## config.mk

```make
export PLATFORM = sky130hd
export DESIGN_NAME = frame_fault_injmon
export DESIGN_NICKNAME = d
export VERILOG_FILES = /design/src/rtl/ffim_pkg.sv /design/src/rtl/ffim_rst_sync.sv /design/src/rtl/ffim_inject.sv /design/src/rtl/ffim_lat_meas.sv /design/src/rtl/ffim_rec_meas.sv /design/src/rtl/frame_fault_injmon.sv
export SDC_FILE = /design/constraint.sdc
export NUM_CORES = 1
export LEC_CHECK = 0
export ABC_AREA = 1
export BUFFER_PORTS_ARGS = -buffer_cell sky130_fd_sc_hd__buf_2
export CAP_MARGIN = 20
export CORE_MARGIN = 3
export CORE_UTILIZATION = 44
export CTS_CLUSTER_SIZE = 24
export DETAILED_ROUTE_END_ITERATION = 8
export PLACE_DENSITY = 0.7
export SKIP_CTS_REPAIR_TIMING = 1
export SYNTH_ARGS = -nofsm -noshare
export SYNTH_HDL_FRONTEND = slang
export SYNTH_SLANG_ARGS = --single-unit
```

## constraint.sdc

```tcl
create_clock -name clk -period 4.2 [get_ports clk]
set_input_delay 0.42 -clock clk [delete_from_list [all_inputs] [get_ports clk]]
set_output_delay 0.42 -clock clk [all_outputs]
set_load 0.01 [all_outputs]
```

## src/rtl/ffim_pkg.sv

```systemverilog
package ffim_pkg;
  typedef enum logic {
    HIT_START = 1'b0,
    HIT_STOP  = 1'b1
  } hit_e;
endpackage

```

## src/rtl/ffim_rst_sync.sv

```systemverilog
module ffim_rst_sync (
  input  logic clk,
  input  logic rst_n,
  output logic rst_sync_n
);
  logic [1:0] stage_q;

  always_ff @(posedge clk or negedge rst_n) begin
    if (!rst_n) stage_q <= 2'b00;
    else        stage_q <= {stage_q[0], 1'b1};
  end

  assign rst_sync_n = stage_q[1];
endmodule

```

## src/rtl/ffim_inject.sv

```systemverilog
module ffim_inject
  import ffim_pkg::*;
#(
  parameter int PAY_W = 18,
  parameter int PER_W = 16,
  localparam int SYM_W = PAY_W + 2
) (
  input  logic             clk,
  input  logic             rst_n,
  input  logic [PAY_W-1:0] payload_i,
  input  logic [PER_W-1:0] period_i,
  output logic [SYM_W-1:0] sym_o,
  output logic             err_o
);
  logic [PER_W-1:0] cnt_q, cnt_d;
  hit_e             sel_q, sel_d;
  logic [SYM_W-1:0] sym_d;
  logic             hit;

  always_comb begin
    hit   = (period_i != '0) && (cnt_q >= period_i - 1'b1);
    cnt_d = cnt_q;
    sel_d = sel_q;
    sym_d = {1'b0, payload_i, 1'b1};
    if (period_i == '0) begin
      cnt_d = '0;
    end else if (hit) begin
      cnt_d = '0;
      sel_d = (sel_q == HIT_START) ? HIT_STOP : HIT_START;
      if (sel_q == HIT_START) sym_d[0] = 1'b0;
      else                    sym_d[SYM_W-1] = 1'b1;
    end else begin
      cnt_d = cnt_q + 1'b1;
    end
  end

  always_ff @(posedge clk or negedge rst_n) begin
    if (!rst_n) begin
      cnt_q <= '0;
      sel_q <= HIT_START;
      sym_o <= {{(SYM_W-1){1'b0}}, 1'b1};
      err_o <= 1'b0;
    end else begin
      cnt_q <= cnt_d;
      sel_q <= sel_d;
      sym_o <= sym_d;
      err_o <= hit;
    end
  end
endmodule

```

## src/rtl/ffim_lat_meas.sv

```systemverilog
module ffim_lat_meas #(
  parameter int LAT_W   = 8,
  parameter int LAT_MAX = 5
) (
  input  logic             clk,
  input  logic             rst_n,
  input  logic             err_i,
  input  logic             lock_n_i,
  output logic [LAT_W-1:0] lat_last_o,
  output logic             lat_viol_o
);
  logic             run_q, run_d;
  logic [LAT_W-1:0] cnt_q, cnt_d, cnt_inc, last_d;
  logic             viol_d;

  always_comb begin
    cnt_inc = (&cnt_q) ? cnt_q : cnt_q + 1'b1;
    run_d   = run_q;
    cnt_d   = cnt_q;
    last_d  = lat_last_o;
    viol_d  = lat_viol_o;
    if (run_q && lock_n_i) begin
      run_d  = 1'b0;
      last_d = cnt_inc;
      viol_d = (cnt_inc > LAT_W'(LAT_MAX));
    end else if (err_i && !lock_n_i) begin
      run_d = 1'b1;
      cnt_d = '0;
    end else if (run_q) begin
      cnt_d = cnt_inc;
    end
  end

  always_ff @(posedge clk or negedge rst_n) begin
    if (!rst_n) begin
      run_q      <= 1'b0;
      cnt_q      <= '0;
      lat_last_o <= '0;
      lat_viol_o <= 1'b0;
    end else begin
      run_q      <= run_d;
      cnt_q      <= cnt_d;
      lat_last_o <= last_d;
      lat_viol_o <= viol_d;
    end
  end
endmodule

```

## src/rtl/ffim_rec_meas.sv

```systemverilog
module ffim_rec_meas #(
  parameter int REC_W = 16
) (
  input  logic             clk,
  input  logic             rst_n,
  input  logic             lock_n_i,
  output logic             out_o,
  output logic [REC_W-1:0] rec_last_o,
  output logic [REC_W-1:0] rec_max_o
);
  logic [REC_W-1:0] cnt_q, cnt_d, last_d, max_d;
  logic             out_d;

  always_comb begin
    cnt_d  = cnt_q;
    out_d  = out_o;
    last_d = rec_last_o;
    max_d  = rec_max_o;
    if (lock_n_i) begin
      cnt_d = (&cnt_q) ? cnt_q : cnt_q + 1'b1;
      out_d = 1'b1;
    end else if (out_o) begin
      last_d = cnt_q;
      max_d  = (cnt_q > rec_max_o) ? cnt_q : rec_max_o;
      cnt_d  = '0;
      out_d  = 1'b0;
    end
  end

  always_ff @(posedge clk or negedge rst_n) begin
    if (!rst_n) begin
      cnt_q      <= '0;
      out_o      <= 1'b0;
      rec_last_o <= '0;
      rec_max_o  <= '0;
    end else begin
      cnt_q      <= cnt_d;
      out_o      <= out_d;
      rec_last_o <= last_d;
      rec_max_o  <= max_d;
    end
  end
endmodule

```

## src/rtl/frame_fault_injmon.sv

```systemverilog
module frame_fault_injmon #(
  parameter int PAY_W   = 18,
  parameter int PER_W   = 16,
  parameter int LAT_W   = 8,
  parameter int LAT_MAX = 5,
  parameter int REC_W   = 16,
  localparam int SYM_W  = PAY_W + 2
) (
  input  logic             clk,
  input  logic             rst_n,
  input  logic [PAY_W-1:0] payload_i,
  input  logic [PER_W-1:0] period_i,
  input  logic             lock_n_i,
  output logic [SYM_W-1:0] sym_o,
  output logic             err_o,
  output logic             sync_req_o,
  output logic [LAT_W-1:0] lat_last_o,
  output logic             lat_viol_o,
  output logic [REC_W-1:0] rec_last_o,
  output logic [REC_W-1:0] rec_max_o
);
  logic rst_sync_n;

  ffim_rst_sync u_rst (
    .clk        (clk),
    .rst_n      (rst_n),
    .rst_sync_n (rst_sync_n)
  );

  ffim_inject #(.PAY_W(PAY_W), .PER_W(PER_W)) u_inj (
    .clk       (clk),
    .rst_n     (rst_sync_n),
    .payload_i (payload_i),
    .period_i  (period_i),
    .sym_o     (sym_o),
    .err_o     (err_o)
  );

  ffim_lat_meas #(.LAT_W(LAT_W), .LAT_MAX(LAT_MAX)) u_lat (
    .clk        (clk),
    .rst_n      (rst_sync_n),
    .err_i      (err_o),
    .lock_n_i   (lock_n_i),
    .lat_last_o (lat_last_o),
    .lat_viol_o (lat_viol_o)
  );

  ffim_rec_meas #(.REC_W(REC_W)) u_rec (
    .clk        (clk),
    .rst_n      (rst_sync_n),
    .lock_n_i   (lock_n_i),
    .out_o      (sync_req_o),
    .rec_last_o (rec_last_o),
    .rec_max_o  (rec_max_o)
  );
endmodule

```

==> metrics.cfg <==
[run_status]
status=complete, no violations

[synthesis]
avgSynthCellArea_sq_um=8.571
synth_ff_type=dfrtp_1
synth_edf_count=0
yosysUniqueCellTypes=39
seq_area_frac_synth_pct=47.21
yosysWarnings=0
synthTopCellsByArea=dfrtp_1 (47%), nand2_1 (11%), ha_1 (8.4%), inv_1 (5.0%), nand3_1 (4.7%)
netlist.area_leader.share_pct=46.75
synthArstFlopShare_pct=100.0
synth_cells=662
syn_nets=737
yosys.area.top_type=dfrtp_1
synth_area_sq_um=5674
synth-seq-cells=107

[route]
via_count=4766
vias_per_cell=5.086
routed_wl_microns=12280
drc_errors=0
drtIter0Drc=395
post_drt_wl_per_cell_microns=13.10
ant_nets=0
drt-pass1-iter-count=5

[placement]
dp_cells=920
io_buffer_count=99
place.gp.congestion=0.8441
place_hpwl_microns=9415

[critical_path]
cp_data_arrival_time_ps=3050
start_kind=input port
r2r-end=u_rec.rec_max_o[1]
reg2reg_slack_ps=1930
ff2ff_path_depth=7
critPathRequiredTime_ps=4460
reg2reg_from=u_rec.cnt_q[7]
crit_end=u_inj.cnt_q[6]
cp-startpoint=period_i[5]
worst-path-max-fanout=16
end_kind=flip-flop
path_class=in2reg

[die]
start_util_pct=46.09
die_w_microns=119.6
design.core.area_sq_um=12310
pin_count=100
die_h_microns=119.6
dieArea_sq_um=14290
rows=40

[global_routing]
grt_pass1_wl_microns=21430
grt_pass1_vias=4794
grt_max_degree=77
antenna_found_initial=0
grt_overflow=0
grt_usage_pct=18.18

[cts]
h-tree-depth=3
clock_path_buffers=2
clk_pin_slew_ps=70
clock_tree.root_cell=clkbuf_16
cts_tree=yes
numClockSinks=107
clk-insertion-delay-late_ps=350
cts_made_buffers=9

[sta]
clock_skew_ps=10.57
max_freq_mhz=358.0
rsz0062_at_grt=no
setup_violations=0
fin_crit_ps=2794
slew_headroom_pct=36.23
tightest_slew_ps=956.6
tns_ps=0
maxSlewViolCount=0
hold_viol_final=0
timing.final.crit_share_pct=66.51

[hold_path]
hold_class=in2reg
hold_depth=1

[layout]
finish.utilization_pct=53.80
drive_above_1_share_pct=19.77
syn_to_final_growth_pct=16.74
finalNetCount=839
stdcell_count=937
diodes=0

[power]
p_per_area_nw_per_um2=470.2
power_uw=3114
ir_worst_vdd_uv=226.9
p_leak_uw=0.003447

[flow_run]
drv_cap=0

[sequential cells by signal, indices dropped and copies added (netlist names)]
name and flops:
u_inj.sym_o 20, u_inj.cnt_q 16, u_rec.cnt_q 16, u_rec.rec_last_o 16, u_rec.rec_max_o 16, u_lat.cnt_q 8, u_lat.lat_last_o 8, u_rst.stage_q 2
u_inj.err_o 1, u_inj.sel_q 1, u_lat.lat_viol_o 1, u_lat.run_q 1, u_rec.out_o 1
[layout by cell type, fill, tap and decap left out, drive strengths merged, types with 2 or more instances in the layout]
| cell type | count |
|---|---|
| nor3 | 20 |
| clkbuf | 10 |
| xor2 | 23 |
| o21ai | 40 |
| nand2 | 171 |
| ha | 38 |
| a31oi | 2 |
| o21bai | 4 |
| buf | 100 |
| inv | 80 |
| xnor2 | 10 |
| clkinv | 6 |
| nor2 | 61 |
| dfrtp | 106 |
| o22ai | 7 |
| a21oi | 17 |
| nand4 | 10 |
| nand3 | 55 |
[layer usage]
metal  wire (microns)  track usage [%]  vias to the layer above
li1                 -                -                     2349
met1             5265            21.72                     2278
met2             6276            32.24                      117
met3              462            2.780                       22
met4              274            8.375                        0
met5                0                0                        -
[cells by family after synthesis]
| kind of cell | share of synthesized area (%) |
|---|---|
| flops | 47.21 |
| buf+inv | 6.527 |
| compound gates | 8.203 |
| simple gates | 24.52 |
| other cells | 0.06609 |
| fa+ha+maj | 8.379 |
| xor+xnor | 5.094 |
[worst max-delay path: stages]
cell      delay (ps)
buf_2            120
nor2_1           140
nand2_1          140
nor2_1           210
nand2_1          130
nor3_1           190
xor2_1           180
inv_1             60
ha_1             290
nand2_1          120
o21bai_1         120
nand2_1           70
a21oi_1          200
nand4_2          400
nor2_1           260
[synth_stat cells (2+ instances only)]
cell type and instances:
a21oi_1 16, nand4_1 9, o22ai_1 3, a31oi_1 2, nor3_1 17, buf_6 3
nand3_1 53, o21ai_2 7, o21ai_0 33, nor3_2 3, xnor2_1 10, clkbuf_1 3
nor2_2 3, inv_2 2, o21bai_1 4, inv_1 76, nand2_1 163, nand2_4 2
nand2_2 6, o22ai_2 4, xor2_1 23, dfrtp_1 106, nand3_2 2, ha_1 38
nor2_1 57, buf_2 4
[layout make-up]
class	instances	area [sq um]
clock inverters	6	48.80
multi-input cells	465	2625
clock buffers	10	239.0
fillers	1176	5688
flip-flops and latches	107	2683
inverters	80	305.3
repair buffers	101	513.0
well taps	168	210.2
[metrics by stage]
step	cell area, sq um	hold WS [ps]	setup WS, ps
global placement	6326	204.3	1349
global route	6624	157.3	1081
finish	6624	174.7	1406
detailed placement	6326	206.5	1112
floorplan	5674	124.4	1000
CTS	6614	-173.5	1461
[how the worst min path moves through the flow]
| stage | startpoint | endpoint | slack, ps |
|---|---|---|---|
| floorplan | rst_n | u_rst.stage_q[0] | 120 |
| global placement | rst_n | u_rst.stage_q[0] | 200 |
| detailed placement | rst_n | u_rst.stage_q[0] | 210 |
| CTS | rst_n | u_rst.stage_q[1] | -170 |
| global route | payload_i[10] | u_inj.sym_o[11] | 160 |
| finish | payload_i[8] | u_inj.sym_o[9] | 170 |
[report_power, final]
part	total, uW	internal (uW)	switching [uW]
clock	809	425	384
combinational	953	355	598
sequential	1350	1190	167
total	3110	1970	1150
No activity file was read; power rests on OpenSTA's default activity.
